File: src/rtl/osd_hostif_pkg.sv
package osd_hostif_pkg;
  localparam int HBUS_W = 8;
  localparam int HADDR_W = 11;
  localparam int HDATA_W = 18;

  localparam logic [10:0] DISP_LO  = 11'h000;
  localparam logic [10:0] DISP_HI  = 11'h2A7;
  localparam logic [10:0] CTRL_LO  = 11'h2A8;
  localparam logic [10:0] CTRL_HI  = 11'h2B0;
  localparam logic [10:0] GLYPH_LO = 11'h300;
  localparam logic [10:0] GLYPH_HI = 11'h6EC;

  localparam int CTRL_N = int'(CTRL_HI) - int'(CTRL_LO) + 1;

  typedef enum logic [1:0] {
    RG_NONE  = 2'd0,
    RG_DISP  = 2'd1,
    RG_CTRL  = 2'd2,
    RG_GLYPH = 2'd3
  } region_e;
endpackage

File: src/rtl/hostif_sync.sv
module hostif_sync #(
  parameter int BUS_W  = 8,
  parameter int STAGES = 2
) (
  input  logic             clk,
  input  logic             arst_n,
  input  logic             cs_n,
  input  logic             sclk,
  input  logic [BUS_W-1:0] ad,
  input  logic             ac_n,
  output logic             rst_ns,
  output logic             cs_n_s,
  output logic             sclk_rise,
  output logic [BUS_W-1:0] ad_s,
  output logic             ac_fall
);
  localparam int W = BUS_W + 3;
  localparam logic [W-1:0] IDLE = {1'b1, 1'b1, 1'b0, {BUS_W{1'b0}}};

  logic [1:0]   rs_q;
  logic [W-1:0] chain_q [STAGES];
  logic [W-1:0] last_s;
  logic         sclk_d_q;
  logic         ac_d_q;

  // reset: asserted asynchronously, released on the clock
  always_ff @(posedge clk or negedge arst_n) begin
    if (!arst_n) rs_q <= 2'b00;
    else         rs_q <= {rs_q[0], 1'b1};
  end
  assign rst_ns = rs_q[1];

  // one bundle carries bus and controls so they stay aligned
  for (genvar g = 0; g < STAGES; g++) begin : g_stage
    if (g == 0) begin : g_first
      always_ff @(posedge clk or negedge rst_ns) begin
        if (!rst_ns) chain_q[g] <= IDLE;
        else         chain_q[g] <= {ac_n, cs_n, sclk, ad};
      end
    end else begin : g_next
      always_ff @(posedge clk or negedge rst_ns) begin
        if (!rst_ns) chain_q[g] <= IDLE;
        else         chain_q[g] <= chain_q[g-1];
      end
    end
  end

  assign last_s = chain_q[STAGES-1];

  always_ff @(posedge clk or negedge rst_ns) begin
    if (!rst_ns) begin
      sclk_d_q <= 1'b0;
      ac_d_q   <= 1'b1;
    end else begin
      sclk_d_q <= last_s[BUS_W];
      ac_d_q   <= last_s[BUS_W+2];
    end
  end

  assign ad_s      = last_s[BUS_W-1:0];
  assign cs_n_s    = last_s[BUS_W+1];
  assign sclk_rise = last_s[BUS_W] & ~sclk_d_q;
  assign ac_fall   = ~last_s[BUS_W+2] & ac_d_q;
endmodule

File: src/rtl/hostif_asm.sv
module hostif_asm #(
  parameter int BUS_W  = 8,
  parameter int ADDR_W = 11,
  parameter int DATA_W = 18,
  localparam int ADDR_B = (ADDR_W + BUS_W - 1) / BUS_W,
  localparam int DATA_B = (DATA_W + BUS_W - 1) / BUS_W,
  localparam int LAST   = ADDR_B + DATA_B - 1,
  localparam int CW     = $clog2(LAST + 1)
) (
  input  logic              clk,
  input  logic              rst_n,
  input  logic              clr,
  input  logic              cs_n,
  input  logic              rise,
  input  logic [BUS_W-1:0]  byte_i,
  output logic              word_vld,
  output logic [ADDR_W-1:0] word_addr,
  output logic [DATA_W-1:0] word_data,
  output logic [CW-1:0]     bcnt
);
  localparam logic [CW-1:0] ADDR_B_C = CW'(ADDR_B);
  localparam logic [CW-1:0] LAST_C   = CW'(LAST);

  logic [CW-1:0]     cnt_q, cnt_d;
  logic [ADDR_W-1:0] addr_q, addr_d, addr_nxt;
  logic [DATA_W-1:0] dacc_q, dacc_d, dacc_nxt;
  logic              vld_q, vld_d;
  logic [ADDR_W-1:0] waddr_q, waddr_d;
  logic [DATA_W-1:0] wdata_q, wdata_d;

  // byte lanes of the address; the top lane keeps only the bits that exist
  for (genvar k = 0; k < ADDR_B; k++) begin : g_alane
    localparam int WK = ((ADDR_W - k*BUS_W) < BUS_W) ? (ADDR_W - k*BUS_W) : BUS_W;
    assign addr_nxt[k*BUS_W +: WK] = (cnt_q == CW'(k)) ? byte_i[WK-1:0]
                                                       : addr_q[k*BUS_W +: WK];
  end

  for (genvar k = 0; k < DATA_B; k++) begin : g_dlane
    localparam int WK = ((DATA_W - k*BUS_W) < BUS_W) ? (DATA_W - k*BUS_W) : BUS_W;
    assign dacc_nxt[k*BUS_W +: WK] = (cnt_q == CW'(ADDR_B + k)) ? byte_i[WK-1:0]
                                                                : dacc_q[k*BUS_W +: WK];
  end

  always_comb begin
    cnt_d   = cnt_q;
    addr_d  = addr_q;
    dacc_d  = dacc_q;
    vld_d   = 1'b0;
    waddr_d = waddr_q;
    wdata_d = wdata_q;
    if (clr || cs_n) begin
      cnt_d = '0;
    end else if (rise) begin
      if (cnt_q < ADDR_B_C) begin
        addr_d = addr_nxt;
        cnt_d  = cnt_q + 1'b1;
      end else if (cnt_q == LAST_C) begin
        vld_d   = 1'b1;
        waddr_d = addr_q;
        wdata_d = dacc_nxt;
        addr_d  = addr_q + 1'b1;
        cnt_d   = ADDR_B_C;
      end else begin
        dacc_d = dacc_nxt;
        cnt_d  = cnt_q + 1'b1;
      end
    end
  end

  always_ff @(posedge clk or negedge rst_n) begin
    if (!rst_n) begin
      cnt_q   <= '0;
      addr_q  <= '0;
      dacc_q  <= '0;
      vld_q   <= 1'b0;
      waddr_q <= '0;
      wdata_q <= '0;
    end else begin
      cnt_q   <= cnt_d;
      addr_q  <= addr_d;
      dacc_q  <= dacc_d;
      vld_q   <= vld_d;
      waddr_q <= waddr_d;
      wdata_q <= wdata_d;
    end
  end

  assign word_vld  = vld_q;
  assign word_addr = waddr_q;
  assign word_data = wdata_q;
  assign bcnt      = cnt_q;
endmodule

File: src/rtl/hostif_dec.sv
module hostif_dec
  import osd_hostif_pkg::*;
#(
  parameter int ADDR_W = 11,
  parameter int DATA_W = 18
) (
  input  logic              clk,
  input  logic              rst_n,
  input  logic              clr,
  input  logic              word_vld,
  input  logic [ADDR_W-1:0] word_addr,
  input  logic [DATA_W-1:0] word_data,
  output logic              disp_we,
  output logic              ctrl_we,
  output logic              glyph_we,
  output logic [ADDR_W-1:0] wr_addr,
  output logic [DATA_W-1:0] wr_data
);
  region_e           rg;
  logic [ADDR_W-1:0] off;
  logic              disp_d, ctrl_d, glyph_d;
  logic              disp_q, ctrl_q, glyph_q;
  logic [ADDR_W-1:0] addr_q, addr_d;
  logic [DATA_W-1:0] data_q, data_d;

  always_comb begin
    rg  = RG_NONE;
    off = '0;
    if (word_addr <= ADDR_W'(DISP_HI)) begin
      rg  = RG_DISP;
      off = word_addr - ADDR_W'(DISP_LO);
    end else if (word_addr >= ADDR_W'(CTRL_LO) && word_addr <= ADDR_W'(CTRL_HI)) begin
      rg  = RG_CTRL;
      off = word_addr - ADDR_W'(CTRL_LO);
    end else if (word_addr >= ADDR_W'(GLYPH_LO) && word_addr <= ADDR_W'(GLYPH_HI)) begin
      rg  = RG_GLYPH;
      off = word_addr - ADDR_W'(GLYPH_LO);
    end
  end

  always_comb begin
    disp_d  = 1'b0;
    ctrl_d  = 1'b0;
    glyph_d = 1'b0;
    addr_d  = addr_q;
    data_d  = data_q;
    if (word_vld && !clr && rg != RG_NONE) begin
      disp_d  = (rg == RG_DISP);
      ctrl_d  = (rg == RG_CTRL);
      glyph_d = (rg == RG_GLYPH);
      addr_d  = off;
      data_d  = word_data;
    end
  end

  always_ff @(posedge clk or negedge rst_n) begin
    if (!rst_n) begin
      disp_q  <= 1'b0;
      ctrl_q  <= 1'b0;
      glyph_q <= 1'b0;
      addr_q  <= '0;
      data_q  <= '0;
    end else begin
      disp_q  <= disp_d;
      ctrl_q  <= ctrl_d;
      glyph_q <= glyph_d;
      addr_q  <= addr_d;
      data_q  <= data_d;
    end
  end

  assign disp_we  = disp_q;
  assign ctrl_we  = ctrl_q;
  assign glyph_we = glyph_q;
  assign wr_addr  = addr_q;
  assign wr_data  = data_q;
endmodule

File: src/rtl/hostif_regs.sv
module hostif_regs #(
  parameter int DATA_W = 18,
  parameter int NREG   = 9,
  localparam int IW    = $clog2(NREG)
) (
  input  logic                   clk,
  input  logic                   rst_n,
  input  logic                   clr,
  input  logic                   we,
  input  logic [IW-1:0]          idx,
  input  logic [DATA_W-1:0]      wd,
  output logic [NREG*DATA_W-1:0] q
);
  for (genvar i = 0; i < NREG; i++) begin : g_reg
    logic [DATA_W-1:0] r_q, r_d;

    always_comb begin
      r_d = r_q;
      if (clr)                          r_d = '0;
      else if (we && idx == IW'(i))     r_d = wd;
    end

    always_ff @(posedge clk or negedge rst_n) begin
      if (!rst_n) r_q <= '0;
      else        r_q <= r_d;
    end

    assign q[i*DATA_W +: DATA_W] = r_q;
  end
endmodule

File: src/rtl/osd_host_writer.sv
module osd_host_writer
  import osd_hostif_pkg::*;
#(
  parameter int BUS_W       = HBUS_W,
  parameter int ADDR_W      = HADDR_W,
  parameter int DATA_W      = HDATA_W,
  parameter int SYNC_STAGES = 2
) (
  input  logic                     clk,
  input  logic                     rst_n,
  input  logic                     host_cs_n,
  input  logic                     host_sclk,
  input  logic [BUS_W-1:0]         host_ad,
  input  logic                     host_ac_n,
  output logic                     disp_we,
  output logic                     ctrl_we,
  output logic                     glyph_we,
  output logic [ADDR_W-1:0]        wr_addr,
  output logic [DATA_W-1:0]        wr_data,
  output logic [CTRL_N*DATA_W-1:0] ctrl_q
);
  localparam int ADDR_B = (ADDR_W + BUS_W - 1) / BUS_W;
  localparam int DATA_B = (DATA_W + BUS_W - 1) / BUS_W;
  localparam int CNT_W  = $clog2(ADDR_B + DATA_B);
  localparam int IW     = $clog2(CTRL_N);

  logic              rst_ns;
  logic              cs_n_s;
  logic              sclk_rise;
  logic [BUS_W-1:0]  ad_s;
  logic              ac_fall;
  logic              word_vld;
  logic [ADDR_W-1:0] word_addr;
  logic [DATA_W-1:0] word_data;
  logic [CNT_W-1:0]  bcnt;

  hostif_sync #(.BUS_W(BUS_W), .STAGES(SYNC_STAGES)) u_sync (
    .clk(clk), .arst_n(rst_n), .cs_n(host_cs_n), .sclk(host_sclk),
    .ad(host_ad), .ac_n(host_ac_n), .rst_ns(rst_ns), .cs_n_s(cs_n_s),
    .sclk_rise(sclk_rise), .ad_s(ad_s), .ac_fall(ac_fall)
  );

  hostif_asm #(.BUS_W(BUS_W), .ADDR_W(ADDR_W), .DATA_W(DATA_W)) u_asm (
    .clk(clk), .rst_n(rst_ns), .clr(ac_fall), .cs_n(cs_n_s), .rise(sclk_rise),
    .byte_i(ad_s), .word_vld(word_vld), .word_addr(word_addr),
    .word_data(word_data), .bcnt(bcnt)
  );

  hostif_dec #(.ADDR_W(ADDR_W), .DATA_W(DATA_W)) u_dec (
    .clk(clk), .rst_n(rst_ns), .clr(ac_fall), .word_vld(word_vld),
    .word_addr(word_addr), .word_data(word_data), .disp_we(disp_we),
    .ctrl_we(ctrl_we), .glyph_we(glyph_we), .wr_addr(wr_addr), .wr_data(wr_data)
  );

  hostif_regs #(.DATA_W(DATA_W), .NREG(CTRL_N)) u_regs (
    .clk(clk), .rst_n(rst_ns), .clr(ac_fall), .we(ctrl_we),
    .idx(wr_addr[IW-1:0]), .wd(wr_data), .q(ctrl_q)
  );
endmodule

File: config.mk
export PLATFORM = sky130hd
export DESIGN_NAME = osd_host_writer
export DESIGN_NICKNAME = d
export VERILOG_FILES = /design/src/rtl/osd_hostif_pkg.sv /design/src/rtl/hostif_sync.sv /design/src/rtl/hostif_asm.sv /design/src/rtl/hostif_dec.sv /design/src/rtl/hostif_regs.sv /design/src/rtl/osd_host_writer.sv
export SDC_FILE = /design/constraint.sdc
export NUM_CORES = 1
export LEC_CHECK = 0
export BUFFER_PORTS_ARGS = -buffer_cell sky130_fd_sc_hd__buf_2
export CORE_MARGIN = 5
export CORE_UTILIZATION = 45
export DETAILED_ROUTE_END_ITERATION = 7
export PLACE_DENSITY = 0.69
export SETUP_SLACK_MARGIN = 0.02
export SLEW_MARGIN = 20
export SYNTH_ARGS = -nofsm -noshare
export SYNTH_HDL_FRONTEND = slang
export SYNTH_SLANG_ARGS = --single-unit
File: constraint.sdc
create_clock -name clk -period 8.45 [get_ports clk]
set_input_delay 0.4225 -clock clk [delete_from_list [all_inputs] [get_ports clk]]
set_output_delay 0.4225 -clock clk [all_outputs]
set_load 0.02 [all_outputs]
==> metrics.yaml, run 1 <==
floorplan:
  coreArea_sq_um: 25100
  io_pins: 207
  rows: 58
  die_y_um: 169
  initial_core_util: 0.456
  die_w_um: 169
  dieArea_sq_um: 28700
timing:
  hold_violations: 0
  worst_pin_slew_ns: 1.00
  report.final.slew_viol_count: 0
  final.min_clock_period_ns: 3.08
  fin_setup_tns_ns: 0
  max_freq_mhz: 325
  setup_viol: 0
  slew_headroom: 0.331
  postLayoutSetupSlackWorst_ns: 5.37
  rsz0062_at_grt: "no"
  worst_hold_slack_ns: 0.199
  period_share: 0.364
  fin_worst_skew_ns: 0.0109
yosys:
  synthTopCellsByCount: "nand2_1 (351), dfrtp_1 (275), a21oi_1 (194), clkbuf_1 (65), mux2_2 (51)"
  ys_types: 54
  ys_seq_area_frac: 0.613
  synth-main-ff-cell: "dfrtp_1"
  syn-cell-area_sq_um: 11400
  post_synth.cell_area_avg_sq_um: 10.0
  ys_top_cells_by_area: "dfrtp_1 (60%), nand2_1 (12%), a21oi_1 (8.5%)"
  synth-edff-count: 0
  synth_top_area_share: 0.602
  async_flop_share: 1.00
  ys_seq_elements: 280
  ys_warn_count: 0
  synth.largest_area_cell: "dfrtp_1"
  synthMostInstantiatedCell: "nand2_1"
  synthesis.nets: 1165
  synth_cells: 1141
finish:
  drive_gt1_frac: 0.243
  seqCellArea_sq_um: 7020
  fin_area_sq_um: 13800
  layout.cells.non_filler: 1670
  final_core_util: 0.548
  finalNetCount: 1341
  num_antenna_cells: 0
  fillers: 2263
  area_delta_synth_final_pct: 20.3
  multiInputGateArea_sq_um: 4110
placement:
  place_area_sq_um: 12700
  placedCellCount: 1604
  dp_hpwl_um: 21600
  pre_cts_slack_ns: 5.42
  gp_congestion: 0.864
  portBuffers: 206
clock_tree:
  cts.reportedPaths.clkPinSlew_ns: 0.06
  clockBufferDepth: 3
  clock_latency_ns: 0.55
  cts_tree: "yes"
  cts_setup_buffers: 0
  root_buffer: "clkbuf_16"
  cts_resized: 0
  cts_buffers: 29
  htreeDepth: 1
  hold_buffers: 12
  numClockSinks: 280
pwr:
  ir_worst_vdd_mv: 0.143
  powerDensity_nw_per_um2: 214
  p_leak_nw: 6.73
  power_mw: 2.95
critical_path:
  r2r-start: "u_sync.sclk_d_q"
  start_kind: "register"
  cp_data_required_time_ns: 8.88
  worstPathMaxFanout: 25
  critPathArrivalTime_ns: 3.51
  rrSetupSlack_ns: 5.37
  timing.rr.end: "u_asm.word_data[16]"
  r2r_cells: 6
  critPathKind: "reg -> reg"
  endpoint_kind: "register"
detailed_routing:
  num_vias: 9089
  viasPerCell: 5.44
  routed_wl_um: 33100
  drt_first_pass_iters: 5
  ant_nets: 0
  wl_per_cell_um: 19.8
  drcViolationCount: 0
  drt_iter0_markers: 996
global_routing:
  antenna_found_initial: 0
  grt_start_max_net_pins: 191
  grt_pass1_vias: 8855
  grt_pass1_wl_um: 51600
  grt_usage: 0.227
  grt.overflow.total: 0
job:
  drv_cap: 0
status:
  status: "completed"
hold_path:
  hold_class: "in -> async"
-- per-layer routing --
metal | GRT usage | vias up | wire length [um]
li1 | - | 4180 | -
met1 | 0.322 | 4483 | 14000
met2 | 0.361 | 362 | 15300
met3 | 0.0415 | 64 | 2610
met4 | 0.0707 | 0 | 1100
met5 | 0 | - | 0
-- state kept, by name (all words and copies together) (netlist names), 2 cells and up --
signal and count:
u_asm.addr_q 11, u_asm.bcnt 3, u_asm.dacc_q 16, u_asm.word_addr 11, u_asm.word_data 18, u_dec.wr_addr 11
u_dec.wr_data 18, u_regs.g.r_q 162, u_sync.chain_q 11, u_sync.last_s 11, u_sync.rs_q 2
-- layout make-up --
class,instances,share of cell area
Sequential cell,280,0.510
Multi-Input combinational cell,771,0.298
Timing Repair Buffer,224,0.0878
Clock buffer,47,0.0627
Tap cell,330,0.0300
Clock inverter,7,0.00845
Inverter,11,0.00300
-- power by group --
group | internal (mW) | switching, mW
combinational | 0.0647 | 0.107
sequential | 1.39 | 0.0820
clock | 0.787 | 0.517
total | 2.24 | 0.706
-- how the worst max path moves through the flow --
stage / start / to / slack, ns / cells after the start
2_1_floorplan: u_sync.rs_q[1] / u_asm.addr_q[0] / 0.08 / 0
3_3_place_gp: u_sync.last_s[10] / u_asm.word_data[7] / 5.55 / 6
3_5_place_dp: u_sync.sclk_d_q / u_asm.word_data[16] / 5.42 / 6
4_1_cts: u_sync.sclk_d_q / u_asm.word_data[16] / 5.40 / 6
5_1_grt: u_sync.sclk_d_q / u_asm.word_data[6] / 5.13 / 6
6_report: u_sync.sclk_d_q / u_asm.word_data[16] / 5.37 / 6
-- cell families (layout without fill, tap and decap cells) --
group	count (synthesis)	count (layout)	synth area share
xor gates and xnor gates	1	1	0.000766
other	1	1	0.000328
adders and majority gates	11	11	0.0120
and+or+nand+nor	452	452	0.163
buffers and inverters	90	289	0.0317
AOI/OAI and AO/OA	242	242	0.116
muxes	64	64	0.0629
DFF	280	280	0.613
-- cells in the final DEF, fill, tap and decap left out, types with 3 or more instances in the layout --
cell type / synthesis / final
nand3_1: 10 / 10
nor4_1: 3 / 3
a31oi_1: 4 / 4
clkbuf_8: 0 / 7
o21ai_0: 15 / 15
and2_1: 6 / 6
mux2_2: 51 / 51
clkbuf_1: 65 / 11
nand3b_1: 5 / 5
ha_1: 11 / 11
nor2_1: 35 / 34
bufinv_16: 0 / 3
mux2i_1: 10 / 10
dfrtp_1: 275 / 274
dfstp_2: 5 / 5
buf_2: 5 / 206
mux2_4: 3 / 3
dlygate4sd3_1: 0 / 12
nand4_1: 3 / 3
and3_1: 8 / 8
clkbuf_16: 0 / 29
a21o_1: 3 / 3
o22ai_1: 5 / 5
a21oi_1: 194 / 194
o31ai_1: 3 / 3
nand2_1: 351 / 351
nor2b_1: 6 / 5
nor3_1: 12 / 11
inv_1: 11 / 11
buf_4: 1 / 5
-- critical path, stage by stage (launching register included) --
cell and delay, ns:
dfrtp_1 0.38, nand2b_1 0.19, nor3_1 0.49, nand3_1 0.42, nor2_2 0.68, buf_4 0.42, mux2_2 0.38
Note: power is estimated with default switching activity, not from simulation.
==> run 2, diff against run 1 <==
clock period = 2.66 ns   (was 8.45 ns; I/O delays follow)
==> metrics.yaml, run 2 (synthesis results as in run 1) <==
pwr:
  power_mw: 9.55
  p_clk_frac: 0.448
  pwr-share-seq: 0.490
  p_switching_mw: 2.31
  p_int_mw: 7.24
  swShare: 0.242
  p_leak_nw: 6.94
  ir_worst_vdd_mv: 0.460
  powerDensity_nw_per_um2: 676
  combinationalPowerShare: 0.062
floorplan:
  initial_core_util: 0.456
  dieArea_sq_um: 28700
  coreArea_sq_um: 25100
  io_pins: 207
  die_y_um: 169
  die_w_um: 169
  rows: 58
clock_tree:
  cts_buffers: 30
  numClockSinks: 280
  cts_tree: "yes"
  clock_latency_ns: 0.55
  htreeDepth: 1
  root_buffer: "clkbuf_16"
  cts.reportedPaths.clkPinSlew_ns: 0.06
  clockBufferDepth: 3
detailed_routing:
  wl_per_cell_um: 19.5
  ant_nets: 0
  num_vias: 9118
  viasPerCell: 5.36
  drcViolationCount: 0
  drt_first_pass_iters: 5
  routed_wl_um: 33200
  drt_iter0_markers: 947
critical_path:
  endpoint_kind: "register"
  critPathKind: "reg -> reg"
  r2r_cells: 8
  crit_buf_inv: 2
  r2r-start: "u_asm.word_addr[8]"
  timing.rr.end: "u_dec.wr_data[0]"
  crit_family: "compound AO/OA/AOI/OAI gates"
  crit_chain: "inv_1, ha_1, and2_1, nand4_1, a32o_2, a31oi_2, buf_12, mux2_2"
  cp_data_required_time_ns: 3.08
  worstPathMaxFanout: 28
  slowest_stage: "dfrtp_1"
  critPathArrivalTime_ns: 2.94
  max_stage_delay_ns: 0.50
  rrSetupSlack_ns: 0.14
  start_kind: "register"
finish:
  area_delta_synth_final_pct: 23.5
  largest_register: "u_regs.g.r_q"
  num_antenna_cells: 0
  largest_reg_flops: 162
  finalNetCount: 1372
  drive_gt1_frac: 0.265
  fin_area_sq_um: 14100
  final_cell_mix: "nand2_1 (351), dfrtp_1 (272), buf_2 (206)"
  final_common_cell: "nand2_1"
global_routing:
  grt_util_met2: 0.353
  grt_start_max_net_pins: 166
  use_met3: 0.0443
  grt_pass1_vias: 8871
  grt.overflow.total: 0
  use_met1: 0.334
  antenna_found_initial: 0
  grt_pass1_wl_um: 51900
  grt_usage: 0.229
  busiest_layer: "met2"
hold_path:
  hold_path.startpoint: "host_ad[3]"
  min_to: "u_sync.chain_q[14]"
  min_path_cells: 2
  hold_class: "in -> reg"
timing:
  final.min_clock_period_ns: 2.52
  setup_viol: 0
  worst_pin_slew_ns: 0.960
  rsz0062_at_grt: "no"
  postLayoutSetupSlackWorst_ns: 0.145
  slew_headroom: 0.360
  fin_setup_tns_ns: 0
  fin_worst_skew_ns: 0.0141
  report.final.slew_viol_count: 0
  max_freq_mhz: 398
  period_share: 0.946
  hold_violations: 0
placement:
  gp_congestion: 0.886
  portBuffers: 206
  dp_hpwl_um: 21700
  place_area_sq_um: 13000
  pre_cts_slack_ns: 0.194
job:
  drv_cap: 0
status:
  status: "completed"
[run 2: worst max path at each step]
stage	startpoint	end	slack, ns	cells past startpoint
2_1_floorplan	u_sync.rs_q[1]	u_asm.addr_q[0]	-0.13	0
3_3_place_gp	u_asm.word_addr[3]	u_dec.wr_addr[7]	0.21	9
3_5_place_dp	u_asm.word_addr[3]	u_dec.wr_addr[7]	0.19	9
4_1_cts	u_asm.word_addr[3]	u_dec.wr_addr[7]	0.18	9
5_1_grt	u_asm.word_addr[8]	u_dec.wr_data[0]	0.02	7
6_report	u_asm.word_addr[8]	u_dec.wr_data[0]	0.14	8
[run 2: power by group through the flow]
stage          clock [mW]  combinational (mW)  sequential (mW)
6_report             4.27               0.594             4.68
3_3_place_gp            0               0.575             4.75
3_5_place_dp            0               0.580             4.75
2_1_floorplan           0               0.359             4.70
5_1_grt              4.53               0.671             4.70
4_1_cts              4.35               0.598             4.68
[run 2: per-stage QoR]
stage | hold WS, ns | std cells | util
floorplan | -0.163 | 1141 | -
global placement | -0.0804 | 1633 | 0.517
detailed placement | -0.0791 | 1633 | 0.517
CTS | 0.192 | 1701 | 0.562
global route | 0.225 | 1701 | 0.563
finish | 0.218 | 1701 | 0.563
[run 2: layout make-up]
type / instances / area, sq um
inverter: 11 / 41.3
tap: 330 / 413
fill: 2248 / 11000
clock inverter: 16 / 191
sequential: 280 / 7020
timing repair buffer: 254 / 1550
multi-input combinational: 771 / 4090
clock buffer: 39 / 826
[run 2: what timing repair did]
action	4_1_cts	5_1_grt
endpoints found under the setup margin	0	22
hold endpoints to repair	13	0
buffers inserted	0	0
hold buffers	13	0
gates resized for setup	0	3
[run 2: per-layer routing]
metal  vias to the layer above  part of all wire
li1                       4218                 -
met1                      4482              0.44
met2                       351              0.45
met3                        67             0.074
met4                         0             0.035
met5                         -                 0
